===== src/rtl/can_mode_pkg.sv =====
package can_mode_pkg;

    typedef enum logic [1:0] {
        MODE_SLEEP  = 2'd0,
        MODE_INIT   = 2'd1,
        MODE_SYNC   = 2'd2,
        MODE_NORMAL = 2'd3
    } mode_e;

    typedef struct packed {
        mode_e mode;
        logic  sleep_bit;
        logic  wake_pend;
    } ctl_s;

endpackage


===== src/rtl/can_rx_sync.sv =====
module can_rx_sync #(
    parameter int   STAGES  = 2,
    parameter logic RST_VAL = 1'b1
) (
    input  logic clk,
    input  logic rst_n,
    input  logic din,
    output logic dout
);
    logic [STAGES-1:0] sh_d, sh_q;

    always_comb begin
        sh_d = {sh_q[STAGES-2:0], din};
    end

    always_ff @(posedge clk or negedge rst_n) begin
        if (!rst_n) sh_q <= {STAGES{RST_VAL}};
        else        sh_q <= sh_d;
    end

    assign dout = sh_q[STAGES-1];
endmodule


===== src/rtl/can_idle_cnt.sv =====
module can_idle_cnt #(
    parameter int IDLE_BITS = 11
) (
    input  logic clk,
    input  logic rst_n,
    input  logic run,
    input  logic tick,
    input  logic rx,
    output logic idle
);
    localparam int            CW    = $clog2(IDLE_BITS + 1);
    localparam logic [CW-1:0] LIMIT = CW'(IDLE_BITS);

    logic [CW-1:0] cnt_d, cnt_q;

    always_comb begin
        cnt_d = cnt_q;
        if (!run) begin
            cnt_d = '0;
        end else if (tick) begin
            if (!rx)                 cnt_d = '0;
            else if (cnt_q != LIMIT) cnt_d = cnt_q + 1'b1;
        end
    end

    always_ff @(posedge clk or negedge rst_n) begin
        if (!rst_n) cnt_q <= '0;
        else        cnt_q <= cnt_d;
    end

    assign idle = (cnt_q == LIMIT);
endmodule


===== src/rtl/can_mode_seq.sv =====
module can_mode_seq
    import can_mode_pkg::*;
#(
    parameter int SYNC_STAGES = 2,
    parameter int IDLE_BITS   = 11
) (
    input  logic clk,
    input  logic rst_n,
    input  logic bit_tick,
    input  logic can_rx,
    input  logic init_req,
    input  logic sleep_wr,
    input  logic sleep_wdata,
    input  logic auto_wake_en,
    input  logic wake_ie,
    input  logic wake_clr,
    output logic sleep_bit,
    output logic init_ack,
    output logic sleep_ack,
    output logic on_bus,
    output logic tx_force_rec,
    output logic wake_irq
);
    localparam ctl_s CTL_RST = '{mode: MODE_SLEEP, sleep_bit: 1'b1, wake_pend: 1'b0};

    ctl_s ctl_d, ctl_q;
    logic rx_s;
    logic idle_seen;
    logic bus_act;

    can_rx_sync #(.STAGES(SYNC_STAGES), .RST_VAL(1'b1)) u_sync (
        .clk   (clk),
        .rst_n (rst_n),
        .din   (can_rx),
        .dout  (rx_s)
    );

    can_idle_cnt #(.IDLE_BITS(IDLE_BITS)) u_idle (
        .clk   (clk),
        .rst_n (rst_n),
        .run   (ctl_q.mode == MODE_SYNC),
        .tick  (bit_tick),
        .rx    (rx_s),
        .idle  (idle_seen)
    );

    always_comb begin
        ctl_d   = ctl_q;
        bus_act = (ctl_q.mode == MODE_SLEEP) && !rx_s;

        // sleep bit: software write outranks hardware wake clear
        if (sleep_wr)                     ctl_d.sleep_bit = sleep_wdata;
        else if (bus_act && auto_wake_en) ctl_d.sleep_bit = 1'b0;

        // wake flag: set outranks write-one-to-clear
        if (wake_clr)           ctl_d.wake_pend = 1'b0;
        if (bus_act && wake_ie) ctl_d.wake_pend = 1'b1;

        unique case (ctl_q.mode)
            MODE_SLEEP: begin
                if (!ctl_q.sleep_bit)
                    ctl_d.mode = init_req ? MODE_INIT : MODE_SYNC;
            end
            MODE_INIT: begin
                if (!init_req)
                    ctl_d.mode = ctl_q.sleep_bit ? MODE_SLEEP : MODE_SYNC;
            end
            default: begin
                if (init_req)                                  ctl_d.mode = MODE_INIT;
                else if (ctl_q.sleep_bit)                      ctl_d.mode = MODE_SLEEP;
                else if (ctl_q.mode == MODE_SYNC && idle_seen) ctl_d.mode = MODE_NORMAL;
            end
        endcase
    end

    always_ff @(posedge clk or negedge rst_n) begin
        if (!rst_n) ctl_q <= CTL_RST;
        else        ctl_q <= ctl_d;
    end

    assign sleep_bit    = ctl_q.sleep_bit;
    assign init_ack     = (ctl_q.mode == MODE_INIT);
    assign sleep_ack    = (ctl_q.mode == MODE_SLEEP);
    assign on_bus       = (ctl_q.mode == MODE_NORMAL);
    assign tx_force_rec = !on_bus;
    assign wake_irq     = ctl_q.wake_pend;
endmodule


===== config.mk =====
export PLATFORM = sky130hd
export DESIGN_NAME = can_mode_seq
export DESIGN_NICKNAME = d
export VERILOG_FILES = /design/src/rtl/can_mode_pkg.sv /design/src/rtl/can_rx_sync.sv /design/src/rtl/can_idle_cnt.sv /design/src/rtl/can_mode_seq.sv
export SDC_FILE = /design/constraint.sdc
export NUM_CORES = 1
export LEC_CHECK = 0
export BUFFER_PORTS_ARGS = -buffer_cell sky130_fd_sc_hd__buf_2
export CORE_AREA = 2 2 39 41
export CTS_CLUSTER_SIZE = 24
export DETAILED_ROUTE_END_ITERATION = 16
export DIE_AREA = 0 0 41 43
export PLACE_DENSITY = 0.72
export SLEW_MARGIN = 20
export SYNTH_ARGS = -nofsm -noshare
export SYNTH_HDL_FRONTEND = slang
export SYNTH_SLANG_ARGS = --single-unit

===== constraint.sdc =====
create_clock -name clk -period 3.02 [get_ports clk]
set_input_delay 0.151 -clock clk [delete_from_list [all_inputs] [get_ports clk]]
set_output_delay 0.151 -clock clk [all_outputs]
set_load 0.03 [all_outputs]

Word-level counts from Yosys, hierarchy flattened. Index checks and enable logic that the tools add are counted.

Bits in registers: 10. Bits of input ports: 10.

Add/subtract/negate cells: 1. Eq/ne operators: 9. Muxes and demuxes: 16. Reduce and logical (&&, ||, !) cells: 12.

Operators by type and width (count): $mux 4 (4); $mux 2 (7); $ne 2x2->1 const B (3); $reduce_bool 5->1 (1); $add 4x1->4 const B (1); $eq 2x2->1 const B (2); $eq 4x4->1 const B (1); $logic_and 1x1->1 (4); $mux 1 (4); $ne 4x4->1 const B (1); $pmux 2 s2 (1); $reduce_bool 2->1 (2); $ne 3x3->1 const B (1); $reduce_and 3->1 (1); $eq 2x1->1 const B (1); $logic_not 1->1 (2); $logic_not 2->1 (1); $reduce_and 2->1 (1).

Longest topological paths before layout.
Depth in word-level cells: 6. Depth in mapped cells: 4.

By module. From an unflattened synthesis, not the netlist that was laid out.

Cells, all modules: 50. Area, all modules: 519.2 sq um.

Modules (own cells, without submodules): can_idle_cnt (times used 1, cells each 27, area each 269.0 sq um, seq. area each 100.1 sq um); can_mode_seq (times used 1, cells each 21, area each 197.7 sq um, seq. area each 101.3 sq um); can_rx_sync (times used 1, cells each 2, area each 52.6 sq um, seq. area each 52.6 sq um).

Least setup slack after synthesis. Ideal clock, no wire load.

Kind: register to register. Start point: register u_idle.cnt_q[0]. End point: register ctl_q[2] (netlist bit). Library setup time: 0.124 ns. Arrival time: 1.037 ns. Required time: 2.896 ns. Setup slack: 1.859 ns. Stages on the path, launching flop included: 5. Period minus slack after synthesis: 1.161 ns. Cells stage by stage: dfrtp_1 ha_1 and3b_1 o211ai_1 nand2_1.

Longest elaborated chain between the ends: 4.

Ends and longest elaborated chain: from (decl) (RTL line can_idle_cnt.sv:14) `logic [CW-1:0] cnt_d, cnt_q;`; from (signal assigned) (RTL line can_idle_cnt.sv:28) `else cnt_q <= cnt_d;`; $eq 4x4->1 (RTL line can_idle_cnt.sv:31) `assign idle = (cnt_q == LIMIT);`; $logic_and 1x1->1 (RTL line can_mode_seq.sv:71) `else if (ctl_q.mode == MODE_SYNC && idle_seen) ctl_d.mode = MODE_NORMAL;`; $reduce_bool 5->1 (no source line); $reduce_and 3->1 (no source line); to (signal assigned) (RTL line can_mode_seq.sv:78) `else ctl_q <= ctl_d;`; to (decl) (RTL line can_mode_seq.sv:26) `ctl_s ctl_d, ctl_q;`.

Every way passes these cells. A chain may end at the register's enable or synchronous reset.

Worst setup path after layout.
Start point: register u_idle.cnt_q[0]. End point: register u_idle.cnt_q[1].

Longest elaborated chain between the ends: 5.

Ends and longest elaborated chain: $add 4x1->4 (RTL line can_idle_cnt.sv:22) `else if (cnt_q != LIMIT) cnt_d = cnt_q + 1'b1;`; $mux 4 (RTL line can_idle_cnt.sv:22); $mux 4 (RTL line can_idle_cnt.sv:21) `if (!rx) cnt_d = '0;`; $mux 4 (RTL line can_idle_cnt.sv:20) `end else if (tick) begin`; $mux 4 (RTL line can_idle_cnt.sv:18) `if (!run) begin`.

Several ways; a longest one is shown, not always the timed one. The select of a mux whose other input is x is not followed.

==> flow_summary.json <==
{
  "clock-sinks": 10,
  "vias_per_cell": 4.94,
  "critPathTopFamily": "flip-flops",
  "cts_resized": 0,
  "power.density_nw_per_um2": 469,
  "p_total_w": 0.000290,
  "maxCapViolCount": 0,
  "drive_above_1_share_pct": 30.4,
  "wl_um": 884,
  "gp_congestion": 0.797,
  "grt_max_degree": 11,
  "dpl.hpwl_um": 680,
  "crit_arrival_ps": 1420,
  "finClkSkew_ps": 7.57,
  "rows": 14,
  "synth.area.top_cells": "dfrtp_1 (36%), dfstp_2 (16%), nand2_1 (4.7%), nand3b_1 (4.7%), nand3_1 (4.1%)",
  "antenna_left": 0,
  "crit_fanout": 6,
  "cp-start-kind": "flip-flop",
  "reg2regPathDepth": 4,
  "hold_slack_ps": 48.7,
  "diodes": 0,
  "grt_pass1_vias": 366,
  "fin_crit_sh_pct": 41.4,
  "setup_viol": 0,
  "wl_per_cell_um": 10.4,
  "clock_latency_ps": 260,
  "min_period_ps": 1250,
  "worst_pin_slew_ps": 277,
  "drc": 0,
  "timing.fmax_mhz": 800,
  "tns_ps": 0,
  "cts_max_level": 1,
  "synth_top_area_share_pct": 36.2,
  "ir_drop_mv": 0.358,
  "syn2layout_area_growth_pct": 27.6,
  "ys_ff_latch": 10,
  "synthCells": 49,
  "numCtsBuffers": 3,
  "cts_tree": "built",
  "crit_chain": "ha_1 -> and3b_1 -> nand3_1 -> a31oi_1",
  "hp-class": "in2reg",
  "top_level_ports": 16,
  "reg2reg_slack_ps": 1770,
  "max_stage_delay_ps": 430,
  "grt_use_total_pct": 13.0,
  "start_util_pct": 35.0,
  "path_clk_slew_ps": 60,
  "antenna_found_initial": 0,
  "cts.root.buffer_cell": "clkbuf_4",
  "grt_pass1_wl_um": 1440,
  "cp-end-kind": "flip-flop",
  "cts.path.max_buffers": 2,
  "slew_viol_final": 0,
  "die_h_um": 43,
  "die-area_um2": 1760,
  "critical_path_required_ps": 3190,
  "die_x_um": 41,
  "postCtsSetupRepairBufs": 0,
  "yosysUniqueCellTypes": 21,
  "portBuffers": 15,
  "rr_endpoint": "u_idle.cnt_q[1]",
  "synth_seq_area_share_pct": 52.5,
  "hold_path.startpoint": "init_req",
  "status": "completed",
  "cellLeakagePower_nw": 0.288,
  "r2r_start": "u_idle.cnt_q[0]",
  "syn-num-nets": 60,
  "firstDrtPassIters": 4,
  "rsz0062_at_grt": "no",
  "overflow": 0,
  "nNetsFinal": 81,
  "slew_headroom_pct": 81.2,
  "critPathBufInv": 0,
  "syn_avg_cell_area_um2": 9.88,
  "core_um2": 1380,
  "hold_viol_final": 0,
  "cp-startpoint": "u_idle.cnt_q[0]",
  "critPathSlowestCell": "dfrtp_1",
  "worst-path-stages": 4,
  "cp-endpoint": "u_idle.cnt_q[1]",
  "dr_total_vias": 420,
  "ys_warn_count": 0,
  "criticalPathCategory": "reg2reg",
  "drtIter0Drc": 4,
  "post-synth-top-area-cell": "dfrtp_1",
  "synthesis.area_um2": 484
}
-- cells in the mapped netlist --
| master | instances |
|---|---|
| nor2_1 | 2 |
| nand3b_1 | 3 |
| buf_4 | 1 |
| o21ai_0 | 1 |
| nand3_1 | 4 |
| a31oi_1 | 3 |
| o211ai_1 | 1 |
| a21oi_1 | 1 |
| nand2_1 | 6 |
| o31ai_1 | 2 |
| dfstp_2 | 3 |
| dfrtp_1 | 7 |
| nand2b_1 | 1 |
| nor4b_1 | 1 |
| ha_1 | 1 |
| nand4_1 | 2 |
| nor2b_1 | 2 |
| inv_1 | 4 |
| and3b_1 | 2 |
| o21ai_1 | 1 |
| nand4b_1 | 1 |
-- metal layers --
layer / global-route usage (%) / up-vias / share of wire [%]
met5: 0 / - / 0
met3: 7.85 / 2 / 8.7
met1: 13.3 / 185 / 43
li1: - / 217 / -
met2: 19.1 / 16 / 46
met4: 8.00 / 0 / 1.7
-- what timing repair did --
action	4_1_cts	5_1_grt
setup endpoints to repair	0	0
hold buffers	2	0
endpoints found under the hold margin	11	0
-- state kept, by name, summed over array words and instances (netlist names) --
signal        flops
u_idle.cnt_q      4
ctl_q             2
u_sync.sh_q       2
sleep_bit         1
wake_irq          1
-- power by group --
part | leakage (nW) | internal, W | switching [W] | total (W)
clock | 0.0150 | 0.0000508 | 0.0000406 | 0.0000914
sequential | 0.125 | 0.000143 | 0.00000755 | 0.000150
combinational | 0.148 | 0.0000177 | 0.0000303 | 0.0000480
total | 0.288 | 0.000211 | 0.0000785 | 0.000290
-- per-stage QoR --
step | utilization [%] | worst slack [ps] | cells | area [µm²]
2_1_floorplan | - | 1860 | 49 | 484
3_3_place_gp | 41.3 | 1820 | 79 | 572
3_5_place_dp | 41.3 | 1790 | 79 | 572
4_1_cts | 44.7 | 1770 | 85 | 618
5_1_grt | 44.7 | 1590 | 85 | 618
6_report | 44.7 | 1770 | 85 | 618
-- cells in the final DEF, fill, tap and decap left out --
cell,synthesis,final
buf_2,0,15
dfrtp_1,7,7
nand2_1,6,6
inv_1,4,4
nand3_1,4,4
nand3b_1,3,3
a31oi_1,3,3
clkbuf_4,0,3
dfstp_2,3,3
nor2_1,2,2
and3b_1,2,2
nand4_1,2,2
o31ai_1,2,2
nor2b_1,2,2
dlygate4sd3_1,0,2
nand2b_1,1,1
nand4b_1,1,1
o211ai_1,1,1
o21ai_1,1,1
a21oi_1,1,1
nor4b_1,1,1
o21ai_0,1,1
ha_1,1,1
clkbuf_1,0,1
-- cell type report --
type / instances / area [µm²]
Tap cell: 16 / 20.0
Sequential cell: 10 / 254
Multi-Input combinational cell: 34 / 208
Inverter: 4 / 15.0
Fill cell: 142 / 766
Clock buffer: 4 / 26.3
Timing Repair Buffer: 17 / 95.1
-- cell families after synthesis --
kind of cell | share of synthesized area (%)
buffers and inverters | 4.65
adders and majority gates | 2.58
and+or+nand+nor | 28.7
DFF | 52.5
AOI/OAI and AO/OA | 11.6
-- worst min path at each step --
stage	to	slack [ps]	cells after the start
after floorplan	ctl_q[2]	-140	0
after global placement	u_idle.cnt_q[3]	20	1
after detailed placement	wake_irq	20	1
after CTS	ctl_q[3]	50	2
after global routing	ctl_q[3]	40	2
final	ctl_q[3]	50	2
Power figures use the tool's default switching activity.
